--- config.mk ---
export PLATFORM = sky130hd
export DESIGN_NAME = io_xlate
export DESIGN_NICKNAME = d
export VERILOG_FILES = /design/src/rtl/io_xlate.sv
export SDC_FILE = /design/constraint.sdc
export NUM_CORES = 1
export LEC_CHECK = 0
export BUFFER_PORTS_ARGS = -buffer_cell sky130_fd_sc_hd__buf_4
export CORE_MARGIN = 3
export CORE_UTILIZATION = 52
export CTS_BUF_LIST = sky130_fd_sc_hd__clkbuf_8
export CTS_CLUSTER_SIZE = 25
export DETAILED_ROUTE_END_ITERATION = 6
export MAX_ROUTING_LAYER = met4
export PLACE_DENSITY = 0.8
export REMOVE_ABC_BUFFERS = 1
export SLEW_MARGIN = 20
export SYNTH_ARGS = -nofsm -noshare
export SYNTH_HDL_FRONTEND = slang
export SYNTH_SLANG_ARGS = --single-unit
--- constraint.sdc ---
create_clock -name clk -period 6.2 [get_ports clk]
set_input_delay 0.93 -clock clk [delete_from_list [all_inputs] [get_ports clk]]
set_output_delay 0.93 -clock clk [all_outputs]
set_load 0.03 [all_outputs]
--- src/rtl/io_xlate.sv ---
module io_xlate #(
  parameter int AW    = 32,
  parameter int OWN_W = 11,
  localparam int PG_SH  = 12,
  localparam int SEG_SH = 28,
  localparam int MA_W   = 62,
  localparam int RPN_W  = 47,
  localparam int PA_W   = RPN_W + PG_SH
) (
  input  logic             clk,
  input  logic             rst_n,
  input  logic             cfg_we,
  input  logic             cfg_sel,
  input  logic [63:0]      cfg_wdata,
  input  logic             req_valid,
  output logic             req_ready,
  input  logic [AW-1:0]    req_addr,
  input  logic             req_write,
  input  logic [OWN_W-1:0] req_id,
  output logic             mem_rd,
  output logic [MA_W-1:0]  mem_addr,
  input  logic             mem_rvalid,
  input  logic [63:0]      mem_rdata,
  output logic             rsp_done,
  output logic [1:0]       rsp_fault,
  output logic [PA_W-1:0]  rsp_paddr
);
  localparam int SEG_W   = AW - SEG_SH;
  localparam int PIDX_W  = SEG_SH - PG_SH;
  localparam int ENT_SH  = PG_SH - 3;
  localparam int LEN_W   = 7;
  localparam int LEN_LO  = 5;
  localparam int TE_BIT  = 47;
  localparam int ORG_EN  = 63;
  localparam int STE_V   = 63;
  localparam int PTE_W   = 63;
  localparam int PTE_R   = 62;
  localparam logic [2:0] PS_4K = 3'b001;
  localparam logic [1:0] F_NONE = 2'b00, F_SEG = 2'b01, F_PAGE = 2'b10;

  typedef enum logic [2:0] {S_IDLE, S_STE_RD, S_STE_WT, S_PTE_RD, S_PTE_WT, S_DONE} st_t;

  st_t                    st;
  logic [63:0]            origin_q;
  logic                   te_q;
  logic [AW-1:0]          a_q;
  logic                   w_q;
  logic [OWN_W-1:0]       id_q;
  logic [MA_W-PG_SH-1:0]  pt_base_q;
  logic [1:0]             fault_q;
  logic [PA_W-1:0]        paddr_q;

  wire              xl_on = origin_q[ORG_EN] & te_q;
  wire [SEG_W-1:0]  seg   = a_q[AW-1:SEG_SH];
  wire [PIDX_W-1:0] pidx  = a_q[SEG_SH-1:PG_SH];
  wire [LEN_W-1:0]  pg_of_tbl = pidx[PIDX_W-1:ENT_SH];

  wire ste_bad = !mem_rdata[STE_V]
               || (mem_rdata[2:0] != PS_4K)
               || (pg_of_tbl > mem_rdata[LEN_LO+LEN_W-1:LEN_LO]);
  wire pte_bad = (w_q ? !mem_rdata[PTE_W] : !mem_rdata[PTE_R])
               || (mem_rdata[OWN_W-1:0] != id_q);

  assign req_ready = (st == S_IDLE);
  assign mem_rd    = (st == S_STE_RD) || (st == S_PTE_RD);
  assign mem_addr  = (st == S_STE_RD)
                   ? {origin_q[MA_W-1:PG_SH], {PG_SH{1'b0}}} + MA_W'({seg, 3'b000})
                   : {pt_base_q, {PG_SH{1'b0}}} + MA_W'({pidx, 3'b000});
  assign rsp_done  = (st == S_DONE);
  assign rsp_fault = fault_q;
  assign rsp_paddr = paddr_q;

  always_ff @(posedge clk or negedge rst_n) begin
    if (!rst_n) begin
      st        <= S_IDLE;
      origin_q  <= '0;
      te_q      <= 1'b0;
      a_q       <= '0;
      w_q       <= 1'b0;
      id_q      <= '0;
      pt_base_q <= '0;
      fault_q   <= F_NONE;
      paddr_q   <= '0;
    end else begin
      if (cfg_we) begin
        if (cfg_sel) te_q <= cfg_wdata[TE_BIT];
        else         origin_q <= cfg_wdata;
      end
      case (st)
        S_IDLE: if (req_valid) begin
          a_q  <= req_addr;
          w_q  <= req_write;
          id_q <= req_id;
          if (xl_on) st <= S_STE_RD;
          else begin
            paddr_q <= PA_W'(req_addr);
            fault_q <= F_NONE;
            st      <= S_DONE;
          end
        end
        S_STE_RD: st <= S_STE_WT;
        S_STE_WT: if (mem_rvalid) begin
          if (ste_bad) begin
            fault_q <= F_SEG;
            paddr_q <= '0;
            st      <= S_DONE;
          end else begin
            pt_base_q <= mem_rdata[MA_W-1:PG_SH];
            st        <= S_PTE_RD;
          end
        end
        S_PTE_RD: st <= S_PTE_WT;
        S_PTE_WT: if (mem_rvalid) begin
          st <= S_DONE;
          if (pte_bad) begin
            fault_q <= F_PAGE;
            paddr_q <= '0;
          end else begin
            fault_q <= F_NONE;
            paddr_q <= {mem_rdata[PA_W-1:PG_SH], a_q[PG_SH-1:0]};
          end
        end
        default: st <= S_IDLE;
      endcase
    end
  end

  logic unused_bits;
  assign unused_bits = ^{origin_q[ORG_EN-1:MA_W], origin_q[PG_SH-1:0],
                         cfg_wdata[63:TE_BIT+1], cfg_wdata[TE_BIT-1:0],
                         mem_rdata[62], mem_rdata[4:3]};
endmodule

==> results of run 1 <==
## critical path, cell delays in order (launching register included)
cell,delay (ns)
dfrtp_1,0.43
ha_1,0.38
o211ai_1,0.17
o211ai_4,0.41
nand3_2,0.36
or4_1,0.57
a31oi_1,0.21
buf_4,0.19
## synthesized netlist by cell type (14+ instances only)
cell type	number
mux2_2	149
clkbuf_1	32
xnor2_1	16
nand4_1	22
xor2_1	20
mux2_1	31
dfrtp_1	210
a22o_1	32
mux2i_1	31
nor2_1	34
ha_1	14
a31oi_1	17
nand3_1	17
nand2_1	89
inv_1	37
o21ai_0	27
a21oi_1	23
## stage by stage
| stage | setup WS, ns | hold WS (ns) | util [%] | std cells |
|---|---|---|---|---|
| detailed placement | 2.40 | 0.477 | 64.8 | 1468 |
| global route | 1.85 | 0.392 | 68.5 | 1534 |
| finish | 2.03 | 0.369 | 68.5 | 1534 |
| floorplan | 0.990 | 0.472 | - | 899 |
| global placement | 2.42 | 0.469 | 64.8 | 1468 |
| CTS | 2.00 | 0.382 | 68.4 | 1532 |
## sequential cells by signal, indices dropped and copies added (netlist names)
register,cells
rsp_paddr,59
w_q,1
id_q,11
te_q,1
st,3
origin_q,51
a_q,32
pt_base_q,50
rsp_fault,2
## routing by layer
| metal | wire (µm) | GRT usage, % |
|---|---|---|
| met1 | 12300 | 33.2 |
| met5 | 0 | - |
| met2 | 14400 | 43.7 |
| met4 | 524 | 7.32 |
| met3 | 2120 | 5.78 |
## power groups by stage
stage	combinational, µW	clock, µW	sequential [µW]
floorplan	1550	0	2120
global placement	2520	0	1980
detailed placement	2570	0	2000
CTS	2580	1290	1980
global route	2760	1340	2030
finish	2580	1250	1980
## worst max-delay path by stage
stage | cells after the start | from | end | slack (ns)
after CTS | 7 | a_q[25]$_DFFE_PN0P_ | mem_addr[56] | 2.00
after floorplan | 5 | req_valid | rsp_paddr[3]$_DFFE_PN0P_ | 0.99
after global placement | 8 | req_valid | rsp_paddr[3]$_DFFE_PN0P_ | 2.42
final | 7 | a_q[25]$_DFFE_PN0P_ | mem_addr[60] | 2.03
after global routing | 7 | a_q[25]$_DFFE_PN0P_ | mem_addr[54] | 1.85
after detailed placement | 8 | req_valid | rsp_paddr[3]$_DFFE_PN0P_ | 2.40
## cell type report
class / instances / area (µm²)
antenna: 1 / 2.50
clock buffer: 45 / 619
clock inverter: 19 / 104
fill: 1559 / 6410
inverter: 38 / 143
multi-input combinational: 651 / 5200
sequential: 210 / 5260
tap: 270 / 338
timing repair buffer: 300 / 2290
## kinds of logic (layout without fill, tap and decap cells)
kind of cell             count (synthesis)  after routing  share of synthesized area (%)
multiplexers                           211            211                           21.6
adder cells (fa/ha/maj)                 15             15                           1.80
XOR/XNOR                                36             36                           2.91
flip-flops                             210            210                           48.5
other                                    1              4                         0.0346
AO/OA/AOI/OAI                          145            145                           9.52
buffers and inverters                   95            402                           3.83
AND/OR/NAND/NOR                        241            241                           11.8
==> results.md, run 1 <==
- Status: finished clean
- Vias in the first global route: between 8000 and 9000
- R2R Path End: rsp_paddr[3]$_DFFE_PN0P_
- Crit path arrival time: ~3.2 ns
- CP Class: reg -> out
- Crit. End Element: output port
- Max Root-Sink Buffers: 3
- IO Count: roughly 300
- Cells after Synth: 954
- Final Total Pwr: 5810 µW
- Reg2reg start: st[2]$_DFFE_PN0P_
- Worst EP required: between 5 and 6 ns
- Fin crit period: 4.17 ns
- Initial antenna violation count: 1
- Hold Vio Cnt, Final: 0
- Sink Count: 210
- Synth top area share: around half
- Layout area overhead: 28.8%
- DRC: 0
- Vias: around 8500
- Actual slew at the worst max-slew pin: 0.949 ns
- Maximum vdd drop: about 0.3 mV
- Clock power share: between 20% and 30%
- Routed Antenna Nets: 0
- Vias per inst: 5.54
- Final Setup Violations: 0
- Area contributors post-synth: dfrtp_1 49%, mux2_2 15%, mux2_1 3.2%
- Yosys top cell by area: dfrtp_1
- Crit Path Max Fanout: 14
- Routed WL: approximately 29 mm
- Switch Pwr: around 2300 µW
- Worst-path clk slew: 0.06 ns
- Die H: ~150 µm
- Layout Skew: 0.0114 ns
- H-tree levels: 2
- Chip width: 150 µm
- Max_cap viols: 0
- Setup Total Neg Slack: 0 ns
- Layout cells sized above 1: between 40% and 50%
- P per Cell Area: 416 nW/µm²
- Initial DRC count: approximately 420
- TritonCTS clock tree: built
- Post-cts sizing count: 0
- Reg2Reg Depth: 7
- Main synth FF type: dfrtp_1
- Register bit total from synthesis: 210
- Fraction of registers with async set/reset: 100%
- Pre-Repair DR Iteration Count: 5
- Clock latency on the worst-skew pair: slightly above 0.5 ns
- Core region area: ~20000 µm²
- Syn Std Cell Area: 10800 µm²
- Final #Nets: around 1400
- Final period util: just under 70%
- Combinational Power Share: 44.4%
- Post-synth cell types: 66
- Max-slew headroom: 35.8%
- Reg power frac: around 34%
- Worst reg2reg setup slack: around 3.1 ns
- Post-CTS setup buffers: 0
- Seq/Total Area, Yosys: around half
- Leading cell type in the layout, fill and taps excluded: buf_4
- Routed wire length per instance: 19.1 µm
- Placed inst area: approximately 13000 µm²
- Rows: between 50 and 60
- DIE AREA: between 20000 and 25000 µm²
- Unrepaired setup endpoints after global routing: false
- TritonCTS buffer count: 38
- Gpl congestion: around 0.86
- Yosys warnings: 0
- DP HPWL: around 21 mm
- Global-route wire length before repair: approximately 46 mm
- Overflow after GRT: 0
- Max Clk Rate: ~240 MHz
- Largest net degree at the start of global routing: 80
- CP Launch Type: flop
- Initial Utilization: a little over half
- Syn Area/Cell: between 10 and 15 µm²
- Internal power: ~3500 µW
- Switch share: 39.2%
- Cell area after layout: 14000 µm²
- Max-slew violations: 0
- Post-CTS Hold Fix Bufs: 0
- Static Leakage: about 0.0066 µW
- Root Buffer: clkbuf_8
- PortBufs: approximately 290
- Most frequent cells in the layout: 297 x buf_4, 210 x dfrtp_1, 149 x mux2_2
- Total Routing Usage GR: about a quarter
- EDFF count, synth: 0
- Hold crit path type: in -> async
(Power assumes the default switching activity.)
==> run 2, diff against run 1 <==
--- a/config.mk
+++ b/config.mk
@@ -7,12 +7,12 @@
 export LEC_CHECK = 0
 export BUFFER_PORTS_ARGS = -buffer_cell sky130_fd_sc_hd__buf_4
 export CORE_MARGIN = 3
-export CORE_UTILIZATION = 52
+export CORE_UTILIZATION = 49
 export CTS_BUF_LIST = sky130_fd_sc_hd__clkbuf_8
 export CTS_CLUSTER_SIZE = 25
 export DETAILED_ROUTE_END_ITERATION = 6
 export MAX_ROUTING_LAYER = met4
-export PLACE_DENSITY = 0.8
+export PLACE_DENSITY = 0.79
 export REMOVE_ABC_BUFFERS = 1
 export SLEW_MARGIN = 20
 export SYNTH_ARGS = -nofsm -noshare
==> constraint.sdc (replaced) <==
create_clock -name clk -period 3.84 [get_ports clk]
set_input_delay 0.576 -clock clk [delete_from_list [all_inputs] [get_ports clk]]
set_output_delay 0.576 -clock clk [all_outputs]
set_load 0.03 [all_outputs]
==> results.md, run 2 (synthesis gave the netlist of run 1 again) <==
- Static Leakage: ~0.0067 µW
- Reg2Reg Depth: 7
- Leading cell type in the layout, fill and taps excluded: buf_4
- Top sig layer: met4
- DRC: 0
- Vias: just under 9000
- IO Count: roughly 300
- Routed Antenna Nets: 0
- Routed wire length per instance: approximately 20 µm
- Layout area overhead: 29.8%
- Most frequent cells in the layout: 310 x buf_4, 210 x dfrtp_1, 149 x mux2_2
- TritonCTS clock tree: built
- Core region area: between 20000 and 25000 µm²
- R2R Path End: pt_base_q[3]$_DFFE_PN0P_
- Final Setup Violations: 0
- Rows: 53
- Final period util: roughly 95%
- DIE AREA: 23900 µm²
- Layout Skew: 0.0161 ns
- Final #Nets: around 1400
- Clock latency on the worst-skew pair: roughly 0.52 ns
- Fin crit period: roughly 3.7 ns
- Worst-path clk slew: 0.06 ns
- Hold_ws: between 0.08 and 0.09 ns
- Root Buffer: clkbuf_8
- Global-route wire length before repair: between 40 and 50 mm
- Max Root-Sink Buffers: 3
- Actual slew at the worst max-slew pin: approximately 0.89 ns
- Max_cap viols: 0
- Ant diodes: 0
- Overflow after GRT: 0
- Crit. End Element: output port
- Worst reg2reg setup slack: around 1.1 ns
- Pre-Repair DR Iteration Count: 4
- Vias in the first global route: about 9000
- Hold Vio Cnt, Final: 0
- Initial antenna violation count: 0
- Die H: approximately 150 µm
- Status: finished clean
- H-tree levels: 2
- CP Launch Type: flop
- M1 wire length: approximately 13 mm
- Max-slew headroom: around two fifths
- TritonCTS buffer count: 39
- P per Cell Area: ~670 nW/µm²
- Crit Path Max Fanout: 14
- DP HPWL: about 22 mm
- Chip width: roughly 150 µm
- Reg2reg start: a_q[27]$_DFFE_PN0P_
- Met2 wire len: 15.0 mm
- Max Clk Rate: between 200 and 300 MHz
- Setup Total Neg Slack: 0 ns
- Initial Utilization: 50.7%
- Flip-flop count of the largest register after layout: slightly below 60
- Gpl congestion: approximately 0.85
- Sink Count: 210
- Hold crit path type: in -> async
- Total Routing Usage GR: a little over a quarter
- Largest net degree at the start of global routing: around 110
- Crit path arrival time: approximately 3.1 ns
- Routed WL: 31.0 mm
- Met3 WL: ~2.3 mm
- PortBufs: about 290
- Layout cells sized above 1: between 40% and 50%
- Initial DRC count: 477
- Max-slew violations: 0
- CP Class: reg -> out
- Vias per inst: between 5 and 6
- Maximum vdd drop: approximately 0.52 mV
- Worst EP required: around 3.3 ns
==> run 2: stage by stage <==
step,setup WS [ns],cell area (µm²),std cells,power [µW],utilization (%)
after floorplan,-1.04,10600,899,5930,-
after global placement,0.567,13300,1482,7290,62.2
after detailed placement,0.566,13300,1482,7400,62.2
after CTS,-0.00954,14000,1544,9510,65.6
after global routing,-0.0251,14100,1548,9970,65.9
final,0.179,14100,1548,9450,65.9
==> run 2: timing repair <==
item                                    4_1_cts  5_1_grt
hold buffers                                  0        0
pin swaps                                     0        3
endpoints found under the setup margin        3       20
buffers inserted                              0        4
cloned                                        0        0
resized for setup                             0        5
==> run 2: area by class of cell <==
class / count / area (µm²)
Fill cell: 1677 / 7290
Sequential cell: 210 / 5260
Tap cell: 275 / 344
Clock inverter: 15 / 87.6
Inverter: 38 / 143
Timing Repair Buffer: 312 / 2360
Clock buffer: 47 / 647
Multi-Input combinational cell: 651 / 5230
==> run 2: report_power, final <==
part	internal (µW)	switching, µW
clock network	1160	919
registers	2780	418
logic	1780	2390
total	5720	3730
==> run 2: per-layer routing <==
layer	vias to the layer above	GRT usage [%]
met5	-	-
met4	0	7.86
met3	56	5.96
met2	334	42.9
met1	4251	33.3
li1	4022	-
==> run 2: how the worst max path moves through the flow <==
stage / from / to / slack [ns] / depth (start not counted)
CTS: a_q[24]$_DFFE_PN0P_ / mem_addr[54] / -0.01 / 7
floorplan: st[2]$_DFFE_PN0P_ / rsp_paddr[3]$_DFFE_PN0P_ / -1.04 / 5
finish: a_q[24]$_DFFE_PN0P_ / mem_addr[60] / 0.18 / 7
global route: pt_base_q[0]$_DFFE_PN0P_ / mem_addr[56] / -0.03 / 8
detailed placement: a_q[24]$_DFFE_PN0P_ / mem_addr[54] / 0.57 / 7
global placement: a_q[26]$_DFFE_PN0P_ / mem_addr[54] / 0.57 / 7
==> run 2: critical path, cell delays in order (launching register included) <==
cell and delay (ns):
dfrtp_1 0.43, ha_1 0.38, o211ai_1 0.17, o211ai_4 0.40, nand3_4 0.24, or4_1 0.52
a31oi_1 0.22, buf_4 0.20
